[src/rtl/rt_pkg.sv]
package rt_pkg;
  parameter int unsigned TW     = 12;
  parameter int unsigned AW     = 3;
  parameter int unsigned DW     = 32;
  parameter int unsigned HI_LSB = 16;

  localparam logic [AW-1:0] A_CTRL = AW'(0);
  localparam logic [AW-1:0] A_HOR0 = AW'(1);
  localparam logic [AW-1:0] A_HOR1 = AW'(2);
  localparam logic [AW-1:0] A_VER0 = AW'(3);
  localparam logic [AW-1:0] A_VER1 = AW'(4);

  typedef struct packed {
    logic [TW-1:0] htot_m1;
    logic [TW-1:0] hact_m1;
    logic [TW-1:0] hs_beg_m1;
    logic [TW-1:0] hs_end;
    logic [TW-1:0] vtot_m1;
    logic [TW-1:0] vact_m1;
    logic [TW-1:0] vs_beg;
    logic [TW-1:0] vs_end;
  } timing_t;

  // bit 0 is run, bit 6 is status
  typedef struct packed {
    logic sts;
    logic ie;
    logic vneg;
    logic hneg;
    logic ilace;
    logic oen;
    logic run;
  } ctrl_t;
endpackage

[src/rtl/rt_regs.sv]
module rt_regs
  import rt_pkg::*;
(
  input  logic          clk_i,
  input  logic          rst_ni,
  input  logic          wr_i,
  input  logic [AW-1:0] addr_i,
  input  logic [DW-1:0] wdata_i,
  input  logic          vbl_evt_i,
  output logic [DW-1:0] rdata_o,
  output timing_t       cfg_o,
  output ctrl_t         ctrl_o
);
  localparam int unsigned CW = $bits(ctrl_t);

  logic [TW-1:0] lo_f, hi_f;
  logic          sts_clr;
  logic          unused_wdata;

  assign lo_f         = wdata_i[TW-1:0];
  assign hi_f         = wdata_i[HI_LSB +: TW];
  assign sts_clr      = wr_i && (addr_i == A_CTRL) && wdata_i[CW-1];
  assign unused_wdata = ^wdata_i;

  function automatic logic [DW-1:0] pack2(logic [TW-1:0] lo, logic [TW-1:0] hi);
    logic [DW-1:0] r;
    r = '0;
    r[TW-1:0]      = lo;
    r[HI_LSB +: TW] = hi;
    return r;
  endfunction

  always_ff @(posedge clk_i or negedge rst_ni) begin
    if (!rst_ni) begin
      ctrl_o <= '0;
      cfg_o  <= '0;
    end else begin
      if (wr_i) begin
        unique case (addr_i)
          A_CTRL: begin
            ctrl_o.run   <= wdata_i[0];
            ctrl_o.oen   <= wdata_i[1];
            ctrl_o.ilace <= wdata_i[2];
            ctrl_o.hneg  <= wdata_i[3];
            ctrl_o.vneg  <= wdata_i[4];
            ctrl_o.ie    <= wdata_i[5];
          end
          A_HOR0: begin cfg_o.htot_m1   <= lo_f; cfg_o.hact_m1 <= hi_f; end
          A_HOR1: begin cfg_o.hs_beg_m1 <= lo_f; cfg_o.hs_end  <= hi_f; end
          A_VER0: begin cfg_o.vtot_m1   <= lo_f; cfg_o.vact_m1 <= hi_f; end
          A_VER1: begin cfg_o.vs_beg    <= lo_f; cfg_o.vs_end  <= hi_f; end
          default: ;
        endcase
      end
      // a new event wins over a simultaneous clear
      ctrl_o.sts <= vbl_evt_i | (ctrl_o.sts & ~sts_clr);
    end
  end

  always_comb begin
    unique case (addr_i)
      A_CTRL:  rdata_o = DW'(ctrl_o);
      A_HOR0:  rdata_o = pack2(cfg_o.htot_m1, cfg_o.hact_m1);
      A_HOR1:  rdata_o = pack2(cfg_o.hs_beg_m1, cfg_o.hs_end);
      A_VER0:  rdata_o = pack2(cfg_o.vtot_m1, cfg_o.vact_m1);
      A_VER1:  rdata_o = pack2(cfg_o.vs_beg, cfg_o.vs_end);
      default: rdata_o = '0;
    endcase
  end
endmodule

[src/rtl/rt_counter.sv]
module rt_counter
  import rt_pkg::*;
(
  input  logic          clk_i,
  input  logic          rst_ni,
  input  logic          run_i,
  input  logic          ilace_i,
  input  timing_t       cfg_i,
  output logic [TW-1:0] hcnt_o,
  output logic [TW-1:0] vcnt_o,
  output logic          field_o,
  output timing_t       wcfg_o,
  output logic          vbl_evt_o
);
  logic h_last, v_last;

  assign h_last    = hcnt_o == wcfg_o.htot_m1;
  assign v_last    = vcnt_o == wcfg_o.vtot_m1;
  assign vbl_evt_o = run_i && h_last && (vcnt_o == wcfg_o.vact_m1);

  always_ff @(posedge clk_i or negedge rst_ni) begin
    if (!rst_ni) begin
      hcnt_o  <= '0;
      vcnt_o  <= '0;
      field_o <= 1'b0;
      wcfg_o  <= '0;
    end else if (!run_i) begin
      hcnt_o  <= '0;
      vcnt_o  <= '0;
      field_o <= 1'b0;
      wcfg_o  <= cfg_i;
    end else if (h_last) begin
      hcnt_o <= '0;
      if (v_last) begin
        vcnt_o  <= '0;
        wcfg_o  <= cfg_i;
        field_o <= ilace_i & ~field_o;
      end else begin
        vcnt_o <= vcnt_o + 1'b1;
      end
    end else begin
      hcnt_o <= hcnt_o + 1'b1;
    end
  end
endmodule

[src/rtl/rt_sync.sv]
module rt_sync
  import rt_pkg::*;
(
  input  logic [TW-1:0] hcnt_i,
  input  logic [TW-1:0] vcnt_i,
  input  logic          field_i,
  input  timing_t       wcfg_i,
  input  ctrl_t         ctrl_i,
  output logic          hsync_o,
  output logic          vsync_o,
  output logic          de_o,
  output logic          blank_o
);
  logic [TW:0]   half;
  logic [TW-1:0] vprev, vline;
  logic          on, hs_raw, vs_raw, de_raw;

  assign half   = ({1'b0, wcfg_i.htot_m1} + 1'b1) >> 1;
  assign vprev  = (vcnt_i == '0) ? wcfg_i.vtot_m1 : vcnt_i - 1'b1;
  assign vline  = (field_i && ({1'b0, hcnt_i} < half)) ? vprev : vcnt_i;
  assign hs_raw = (hcnt_i > wcfg_i.hs_beg_m1) && (hcnt_i < wcfg_i.hs_end);
  assign vs_raw = (vline >= wcfg_i.vs_beg) && (vline < wcfg_i.vs_end);
  assign de_raw = (hcnt_i <= wcfg_i.hact_m1) && (vcnt_i <= wcfg_i.vact_m1);
  assign on     = ctrl_i.run && ctrl_i.oen;

  assign hsync_o = (hs_raw && on) ^ ctrl_i.hneg;
  assign vsync_o = (vs_raw && on) ^ ctrl_i.vneg;
  assign de_o    = de_raw && on;
  assign blank_o = ~de_o;
endmodule

[src/rtl/raster_timing_gen.sv]
module raster_timing_gen
  import rt_pkg::*;
(
  input  logic          clk_i,
  input  logic          rst_ni,
  input  logic          wr_i,
  input  logic [AW-1:0] addr_i,
  input  logic [DW-1:0] wdata_i,
  output logic [DW-1:0] rdata_o,
  output logic          hsync_o,
  output logic          vsync_o,
  output logic          de_o,
  output logic          blank_o,
  output logic          field_o,
  output logic          irq_o
);
  timing_t       cfg, wcfg;
  ctrl_t         ctrl;
  logic [TW-1:0] hcnt, vcnt;
  logic          vbl_evt;

  rt_regs u_regs (
    .clk_i, .rst_ni, .wr_i, .addr_i, .wdata_i,
    .vbl_evt_i(vbl_evt), .rdata_o, .cfg_o(cfg), .ctrl_o(ctrl)
  );

  rt_counter u_counter (
    .clk_i, .rst_ni, .run_i(ctrl.run), .ilace_i(ctrl.ilace), .cfg_i(cfg),
    .hcnt_o(hcnt), .vcnt_o(vcnt), .field_o, .wcfg_o(wcfg), .vbl_evt_o(vbl_evt)
  );

  rt_sync u_sync (
    .hcnt_i(hcnt), .vcnt_i(vcnt), .field_i(field_o), .wcfg_i(wcfg), .ctrl_i(ctrl),
    .hsync_o, .vsync_o, .de_o, .blank_o
  );

  assign irq_o = ctrl.sts & ctrl.ie;
endmodule

[config.mk]
export PLATFORM = sky130hd
export DESIGN_NAME = raster_timing_gen
export DESIGN_NICKNAME = d
export VERILOG_FILES = /design/src/rtl/rt_pkg.sv /design/src/rtl/rt_regs.sv /design/src/rtl/rt_counter.sv /design/src/rtl/rt_sync.sv /design/src/rtl/raster_timing_gen.sv
export SDC_FILE = /design/constraint.sdc
export NUM_CORES = 1
export LEC_CHECK = 0
export ABC_CLOCK_PERIOD_IN_PS = 17100
export BUFFER_PORTS_ARGS = -buffer_cell sky130_fd_sc_hd__buf_2
export CAP_MARGIN = 10
export CORE_ASPECT_RATIO = 1.5
export CORE_MARGIN = 10
export CORE_UTILIZATION = 60
export DETAILED_ROUTE_END_ITERATION = 16
export GPL_TIMING_DRIVEN = 0
export PLACE_DENSITY = 0.75
export SKIP_LAST_GASP = 1
export SLEW_MARGIN = 25
export SYNTH_ARGS = -nofsm -noshare
export SYNTH_HDL_FRONTEND = slang
export SYNTH_SLANG_ARGS = --single-unit
[constraint.sdc]
create_clock -name clk_i -period 17.1 [get_ports clk_i]
set_clock_uncertainty 0.15 [all_clocks]
set_input_delay 5.13 -clock clk_i [delete_from_list [all_inputs] [get_ports clk_i]]
set_output_delay 5.13 -clock clk_i [all_outputs]
set_load 0.01 [all_outputs]
### Word level (Yosys, flattened, before mapping)

Cells that the tools add are included.

| storage, ports and cells | value |
|---|---|
| register bits | 224 |
| latch bits | 0 |
| bits in writable memories | 0 |
| bits in read-only memories | 0 |
| input port bits | 38 |
| output and inout bits | 38 |
| word-level logic and storage cells | 89 |
| memories kept | 0 |

| operators by class | value |
|---|---|
| add/subtract/negate cells | 4 |
| multipliers | 0 |
| divide/modulo/power cells | 0 |
| order comparisons | 7 |
| equality and inequality tests | 9 |
| shifts and indexed selects | 0 |
| multiplexer cells | 14 |
| bitwise logic cells | 9 |
| reduce and logical (&&, ||, !) cells | 20 |

Operators with widths:

| cell | number |
|---|---|
| two-way mux 96 bit | 3 |
| case mux 28 bit (5 select lines) | 1 |
| two-way mux 12 bit | 7 |
| equality test 12 bit | 3 |
| < comparator 12 bit | 3 |
| adder 12 x 1 -> 12 bit, second input constant | 2 |
| <= comparator 12 bit | 2 |
| adder 12 x 1 -> 13 bit, second input constant | 1 |
| >= comparator 12 bit | 1 |
| > comparator 12 bit | 1 |
| logical AND 1 bit | 12 |
| logical NOT 12 bit | 1 |
| AND reduction 2 bit | 6 |
| subtractor 12 x 1 -> 12 bit, second input constant | 1 |
| equality test 3 x 2 -> 1 bit, second input constant | 2 |
| inequality test 2 x 1 -> 1 bit, second input constant | 2 |
| AND 1 bit | 3 |
| equality test 3 x 1 -> 1 bit, second input constant | 1 |
| equality test 3 bit, second input constant | 1 |
| logical NOT 3 bit | 1 |
| two-way mux 1 bit | 3 |
| NOT 1 bit | 3 |
| XOR 1 bit | 2 |
| OR 1 bit | 1 |

### Longest topological paths before layout

Gate-level depths: netlist of run 1.

| depth | value |
|---|---|
| depth after elaboration | 8 |
| mapped depth | 20 |

### Hierarchy

A second synthesis of run 1 with hierarchy kept.

| unflattened totals | value |
|---|---|
| cells, all modules | 1114 |
| area, all modules | 12793.5 um2 |

Modules (own cells, without submodules):

| module | times used | cells an instance | area each (um2) | seq. area each (um2) |
|---|---|---|---|---|
| rt_counter | 1 | 403 | 5290.1 | 3027.9 |
| rt_regs | 1 | 339 | 4808.4 | 2577.5 |
| rt_sync | 1 | 371 | 2688.8 | 0.0 |
| raster_timing_gen | 1 | 1 | 6.3 | 0.0 |

### Worst setup path before layout of run 1

Ideal clock, no wire load.

| timing | value |
|---|---|
| kind | in2out |
| start | input port addr_i[2] |
| end | output port rdata_o[10] |
| data arrival time | 6.436 ns |
| slack | 5.384 ns |
| stages | 7 |
| path buffers | 3 |
| cells stage by stage | buf_2 nand2b_1 buf_2 nor2_1 clkbuf_1 a22oi_1 nand2_1 |

| between the ends | value |
|---|---|
| cells in the longest elaborated chain, start to end | 2 |
| elaborated cells on any way between the ends | 6 |
| classes of those cells | eq/ne (4); mux (1); reduce/logical (1) |

Ends and longest elaborated chain:

| what | RTL line | text |
|---|---|---|
| from (decl) | raster_timing_gen.sv:7 | `input logic [AW-1:0] addr_i,` |
| equality test 3 bit (tied with other cells) | rt_regs.sv:61 | `unique case (addr_i)` |
| case mux 28 bit (5 select lines) * | rt_regs.sv:61 |  |
| to (decl) | raster_timing_gen.sv:9 | `output logic [DW-1:0] rdata_o,` |

Mark *: on every way between the ends. The rest lies on a longest branch, timed or not.

### Final worst setup path of run 1

| timing | value |
|---|---|
| start | input port addr_i[1] |
| end | output port rdata_o[8] |

Same word-level chain as after synthesis.

==> results of run 1 <==
-- registers in the layout, summed over array words and instances (netlist names) --
| register | cells |
|---|---|
| u_counter.vcnt_o | 12 |
| u_regs.cfg_o | 96 |
| u_counter.field_o | 1 |
| u_counter.wcfg_o | 96 |
| u_counter.hcnt_o | 12 |
| u_regs.ctrl_o | 7 |
-- critical path, cell delays in order --
cell and delay [ps]:
buf_4 170, clkinv_1 270, nor3_2 640, clkbuf_1 490
a22oi_1 170, nand2_1 150, buf_2 150
-- per-stage QoR --
step	instances	util (%)
3_5_place_dp	1461	64.6
3_3_place_gp	1459	64.3
6_report	1502	68.9
2_1_floorplan	1142	-
4_1_cts	1501	68.9
5_1_grt	1502	68.9
-- power groups by stage --
stage / sequential [mW] / combinational (mW) / clock [mW]
after floorplan: 0.745 / 0.386 / 0
final: 0.780 / 0.534 / 0.562
after global routing: 0.796 / 0.601 / 0.588
after global placement: 0.779 / 0.507 / 0
after detailed placement: 0.785 / 0.531 / 0
after CTS: 0.777 / 0.536 / 0.567
-- placed cells by master, fill, tap and decap left out, types with 22 or more instances in the layout --
cell type and count:
a21oi_1 27, a22oi_1 34, buf_2 71, clkbuf_16 23
dfrtp_1 224, ha_1 86, inv_1 82, mux2_2 121
nand2_1 124, nand4_1 22, nor2_1 37, o21ai_0 44
o21ai_1 53, xnor2_1 22, xor2_1 28
-- kinds of logic (layout without fill, tap and decap cells) --
| logic type | after synthesis | in the layout | synth area share [%] |
|---|---|---|---|
| buffers and inverters | 141 | 240 | 5.56 |
| AND/OR/NAND/NOR | 258 | 258 | 10.1 |
| XOR/XNOR | 51 | 51 | 3.76 |
| AO/OA/AOI/OAI | 224 | 224 | 11.5 |
| adder cells (fa/ha/maj) | 86 | 86 | 8.90 |
| multiplexers | 150 | 150 | 13.8 |
| other | 1 | 9 | 0.0310 |
| flip-flops | 224 | 224 | 46.4 |
-- layout make-up --
cell class	count	area, um2
Sequential cell	224	5610
Fill cell	1529	6140
Buffer	57	357
Multi-Input combinational cell	777	5840
Clock buffer	26	617
Timing Repair Buffer	59	350
Clock inverter	14	233
Tap cell	260	325
Antenna cell	1	2.50
Inverter	84	315
-- metal layers --
layer | global-route usage (%) | wire length (um) | up-vias
li1 | - | - | 4172
met1 | 28.0 | 12300 | 4394
met2 | 42.5 | 16500 | 223
met3 | 2.93 | 1200 | 97
met4 | 12.4 | 1740 | 0
met5 | 0 | 0 | -
-- worst max-delay path by stage --
stage,start,endpoint,slack (ps),cells after the start
after global placement,addr_i[2],rdata_o[8],4650,8
after CTS,addr_i[2],rdata_o[10],4660,8
after floorplan,addr_i[2],rdata_o[10],5380,7
after global routing,addr_i[2],rdata_o[8],4500,8
final,addr_i[1],rdata_o[8],4640,7
after detailed placement,addr_i[1],rdata_o[8],4660,7
==> impl_metrics.tcl, run 1 <==
set metrics [dict create \
    status "completed" \
    ys_warn_count 0 \
    peakVddDrop_v 0.0000799 \
    pre_cts_slack_ps 4660 \
    cts.sinks 224 \
    drive_gt1_share_pct 22.0 \
    fp.dieH_um 194 \
    min_path_cells 1 \
    async_reset_ff_share_pct 100 \
    drt-total-wl_mm 31.8 \
    relSlewSlack_pct 27.6 \
    antenna_found_initial 1 \
    hold_class "flop to flop" \
    drv_cap 0 \
    die-width_um 136 \
    drc 0 \
    fin_area_um2 13600 \
    swShare_pct 33.1 \
    grt_pass1_vias 9219 \
    hold_start "u_counter.wcfg_o[60]" \
    setup_slack_ps 4640 \
    r2r_start "u_counter.hcnt_o[6]" \
    place_area_um2 12800 \
    hold_ws_ps 371 \
    timing.final.crit_period_ps 12460 \
    clkTransAtPathRegs_ps 60 \
    yosysTopAreaCell "dfrtp_1" \
    nNetsFinal 1350 \
    syn_avg_cell_area_um2 10.7 \
    worst-r2r-cell-count 7 \
    hold_buffers 0 \
    cp_data_required_time_ps 11820 \
    cts_tree "done" \
    cp-end-kind "output port" \
    cts_made_buffers 23 \
    reg2reg_to "u_counter.wcfg_o[62]" \
    final_antenna_net_count 0 \
    drt_iter0_drc 528 \
    tightest_slew_ps 1080 \
    drt-wirelength-per-cell_um 21.2 \
    vias_per_cell 5.92 \
    p_comb_share_pct 28.5 \
    crit_type "input pin to output port" \
    powerDensity_nw_per_um2 138 \
    start_util_pct 61.1 \
    synth_top_cell_area_share_pct 46.4 \
    grt_overflow 0 \
    min_period_over_period_pct 72.9 \
    p_int_mw 1.26 \
    power_frac_clock_pct 30.0 \
    seqPwrFrac_pct 41.6 \
    yosysSeqAreaShare_pct 46.4 \
    rsz0062_at_grt "false" \
    gp_congestion 0.970 \
    synth_area_um2 12100 \
    grt_max_degree 87 \
    synth_area_leaders "dfrtp_1 46%, mux2_2 11%, ha_1 8.9%" \
    hold_violations 0 \
    port_buffers 57 \
    p_leak_nw 6.56 \
    cts_resized 0 \
    final-setup-viol-count 0 \
    die-area_um2 26300 \
    h-tree-depth 1 \
    first_pass_iters 5 \
    crit_fanout 10 \
    area_growth_pct 12.9 \
    core_area_um2 19800 \
    clockBufferDepth 3 \
    rrSetupSlack_ps 13900 \
    synth-edff-count 0 \
    clock_latency_ps 510 \
    grt_pass1_wl_mm 50.7 \
    dr_total_vias 8886 \
    num_rows 63 \
    post_cts_buffers 0 \
    synthTopCellsByCount "224 x dfrtp_1, 124 x nand2_1, 121 x mux2_2, 86 x ha_1, 82 x inv_1" \
    fmax_mhz 80.2 \
    arrival_ps 7180 \
    p_total_mw 1.88 \
    finalMaxSlewViolations 0 \
    cts_root_buffer "clkbuf_16" \
    yosys_most_used_dff "dfrtp_1" \
    p_switching_mw 0.621 \
    grt_usage_pct 24.2 \
    ys_types 62 \
    yosysMostFrequentCell "dfrtp_1" \
    syn_inst 1135 \
    crit_path_start_kind "input pin" \
    dp_hpwl_mm 24.5 \
    synth_seq_cells 224 \
    io_pins 76 \
    hold_end "u_counter.wcfg_o[60]" \
    fin_setup_tns_ps 0 \
]
No activity file was read; power rests on OpenSTA's default activity.
==> run 2, diff against run 1 <==
--- a/config.mk
+++ b/config.mk
@@ -5,15 +5,15 @@
 export SDC_FILE = /design/constraint.sdc
 export NUM_CORES = 1
 export LEC_CHECK = 0
-export ABC_CLOCK_PERIOD_IN_PS = 17100
+export ABC_CLOCK_PERIOD_IN_PS = 10200
 export BUFFER_PORTS_ARGS = -buffer_cell sky130_fd_sc_hd__buf_2
 export CAP_MARGIN = 10
 export CORE_ASPECT_RATIO = 1.5
 export CORE_MARGIN = 10
-export CORE_UTILIZATION = 60
+export CORE_UTILIZATION = 55
 export DETAILED_ROUTE_END_ITERATION = 16
 export GPL_TIMING_DRIVEN = 0
-export PLACE_DENSITY = 0.75
+export PLACE_DENSITY = 0.72
 export SKIP_LAST_GASP = 1
 export SLEW_MARGIN = 25
 export SYNTH_ARGS = -nofsm -noshare
==> constraint.sdc (replaced) <==
create_clock -name clk_i -period 10.2 [get_ports clk_i]
set_clock_uncertainty 0.15 [all_clocks]
set_input_delay 3.06 -clock clk_i [delete_from_list [all_inputs] [get_ports clk_i]]
set_output_delay 3.06 -clock clk_i [all_outputs]
set_load 0.01 [all_outputs]
==> run 2 against run 1 <==
Compared with the run above:
- sequential share of layout area grew 0.20 points
- clock power grew 53%
- final cell count grew 0.93%
- combinational power grew 68%
- non-clock buffer count is the same
- critical path type is now flop to output port
- critical endpoint is now vsync_o
==> impl_metrics.tcl, run 2 (synthesis gave the netlist of run 1 again) <==
set metrics [dict create \
    dr_total_vias 8822 \
    drv_cap 0 \
    status "completed" \
    crit_type "flop to output port" \
    rrSetupSlack_ps 7120 \
    h-tree-depth 1 \
    pre_cts_slack_ps 1850 \
    cts.sinks 224 \
    reg_top3 "u_counter.wcfg_o x96, u_regs.cfg_o x96" \
    grt_pass1_wl_mm 50.6 \
    layout_commonest_cell "dfrtp_1" \
    fin_setup_tns_ps 0 \
    drc 0 \
    area_growth_pct 12.3 \
    io_pins 76 \
    num_rows 66 \
    cp_data_required_time_ps 6990 \
    fp.dieH_um 202 \
    nNetsFinal 1350 \
    gp_congestion 0.917 \
    powerDensity_nw_per_um2 226 \
    tightest_slew_ps 1040 \
    min_path_cells 2 \
    peakVddDrop_v 0.000155 \
    clkTransAtPathRegs_ps 70 \
    hold_violations 0 \
    hold_start "u_regs.cfg_o[19]" \
    clockBufferDepth 3 \
    first_pass_iters 5 \
    drive_gt1_share_pct 21.9 \
    crit_fanout 10 \
    die-width_um 141 \
    timing.final.crit_period_ps 8640 \
    vias_per_cell 5.82 \
    post_cts_buffers 0 \
    p_leak_nw 6.51 \
    arrival_ps 5430 \
    die-area_um2 28400 \
    ff_latch_area_um2 5610 \
    worst-r2r-cell-count 7 \
    setup_slack_ps 1560 \
    start_util_pct 55.9 \
    grt_overflow 0 \
    final-setup-viol-count 0 \
    drt-total-wl_mm 32.3 \
    hold_class "flop to flop" \
    grt_pass1_vias 9253 \
    reg2reg_to "u_counter.wcfg_o[62]" \
    drt_iter0_drc 436 \
    multi_input_area_um2 5840 \
    cp-end-kind "output port" \
    cts_resized 0 \
    fmax_mhz 116 \
    port_buffers 57 \
    cts_made_buffers 23 \
    r2r_start "u_counter.hcnt_o[6]" \
    grt_max_degree 95 \
    hold_end "u_counter.wcfg_o[19]" \
    core_area_um2 21600 \
    clock_latency_ps 510 \
    min_period_over_period_pct 84.7 \
    final_antenna_net_count 0 \
    crit_path_start_kind "flop" \
    grt_usage_pct 22.3 \
    cts_tree "done" \
    hold_buffers 0 \
    fill_cells 1771 \
    hold_ws_ps 366 \
    dp_hpwl_mm 25.0 \
    antenna_found_initial 2 \
    layout_common_cells "224 x dfrtp_1, 124 x nand2_1, 121 x mux2_2" \
    finalMaxSlewViolations 0 \
    drt-wirelength-per-cell_um 21.3 \
    rsz0062_at_grt "false" \
    cts_root_buffer "clkbuf_16" \
    relSlewSlack_pct 30.3 \
]
run 2: power breakdown:
part	switching, mW	leakage, nW	internal (mW)
logic	0.503	3.38	0.392
registers	0.184	2.76	1.12
clock network	0.366	0.370	0.492
run 2: worst max-delay path by stage:
stage | startpoint | endpoint | slack [ps] | cells after the start
3_5_place_dp | addr_i[1] | rdata_o[11] | 1850 | 7
5_1_grt | u_counter.wcfg_o[88] | vsync_o | 1260 | 21
2_1_floorplan | addr_i[2] | rdata_o[10] | 2620 | 7
4_1_cts | u_counter.wcfg_o[88] | vsync_o | 1590 | 21
6_report | u_counter.wcfg_o[88] | vsync_o | 1560 | 20
3_3_place_gp | addr_i[2] | rdata_o[11] | 1870 | 8
run 2: cell type report:
cell class / count / area share (%)
Sequential cell: 224 / 41.3
Tap cell: 272 / 2.51
Inverter: 84 / 2.32
Timing Repair Buffer: 59 / 2.58
Antenna cell: 2 / 0.0369
Multi-Input combinational cell: 777 / 43.0
Clock inverter: 13 / 1.04
Clock buffer: 28 / 4.60
Buffer: 57 / 2.63
run 2: metal layers:
layer / vias up / part of all wire, % / track usage [%]
met5: - / 0 / 0
met2: 183 / 51 / 39.5
met3: 101 / 2.9 / 2.22
met1: 4378 / 39 / 24.9
li1: 4160 / - / -
met4: 0 / 6.5 / 13.7
run 2: metrics by stage:
step / power (mW) / utilization, % / cell area, um2 / instances
after floorplan: 1.90 / - / 12100 / 1142
after global placement: 2.16 / 58.9 / 12700 / 1471
after detailed placement: 2.21 / 59.2 / 12800 / 1473
after CTS: 3.07 / 62.7 / 13600 / 1514
after global routing: 3.24 / 62.7 / 13600 / 1516
final: 3.06 / 62.7 / 13600 / 1516
run 2: critical path, stage by stage, from the launching register on:
cell      delay [ps]
dfrtp_1          470
and3_1           230
and3_1           250
nand4_1          130
xnor2_1          150
ha_1             290
nand4_1          130
a211o_1          260
o21bai_1         450
nor2_4           160
buf_2            230
a21oi_1          380
ha_1             330
a21oi_1          150
o21ai_0          110
a21o_1           190
a211oi_1         230
nor2_1           120
a211oi_2         340
xor2_1           170
buf_2            150
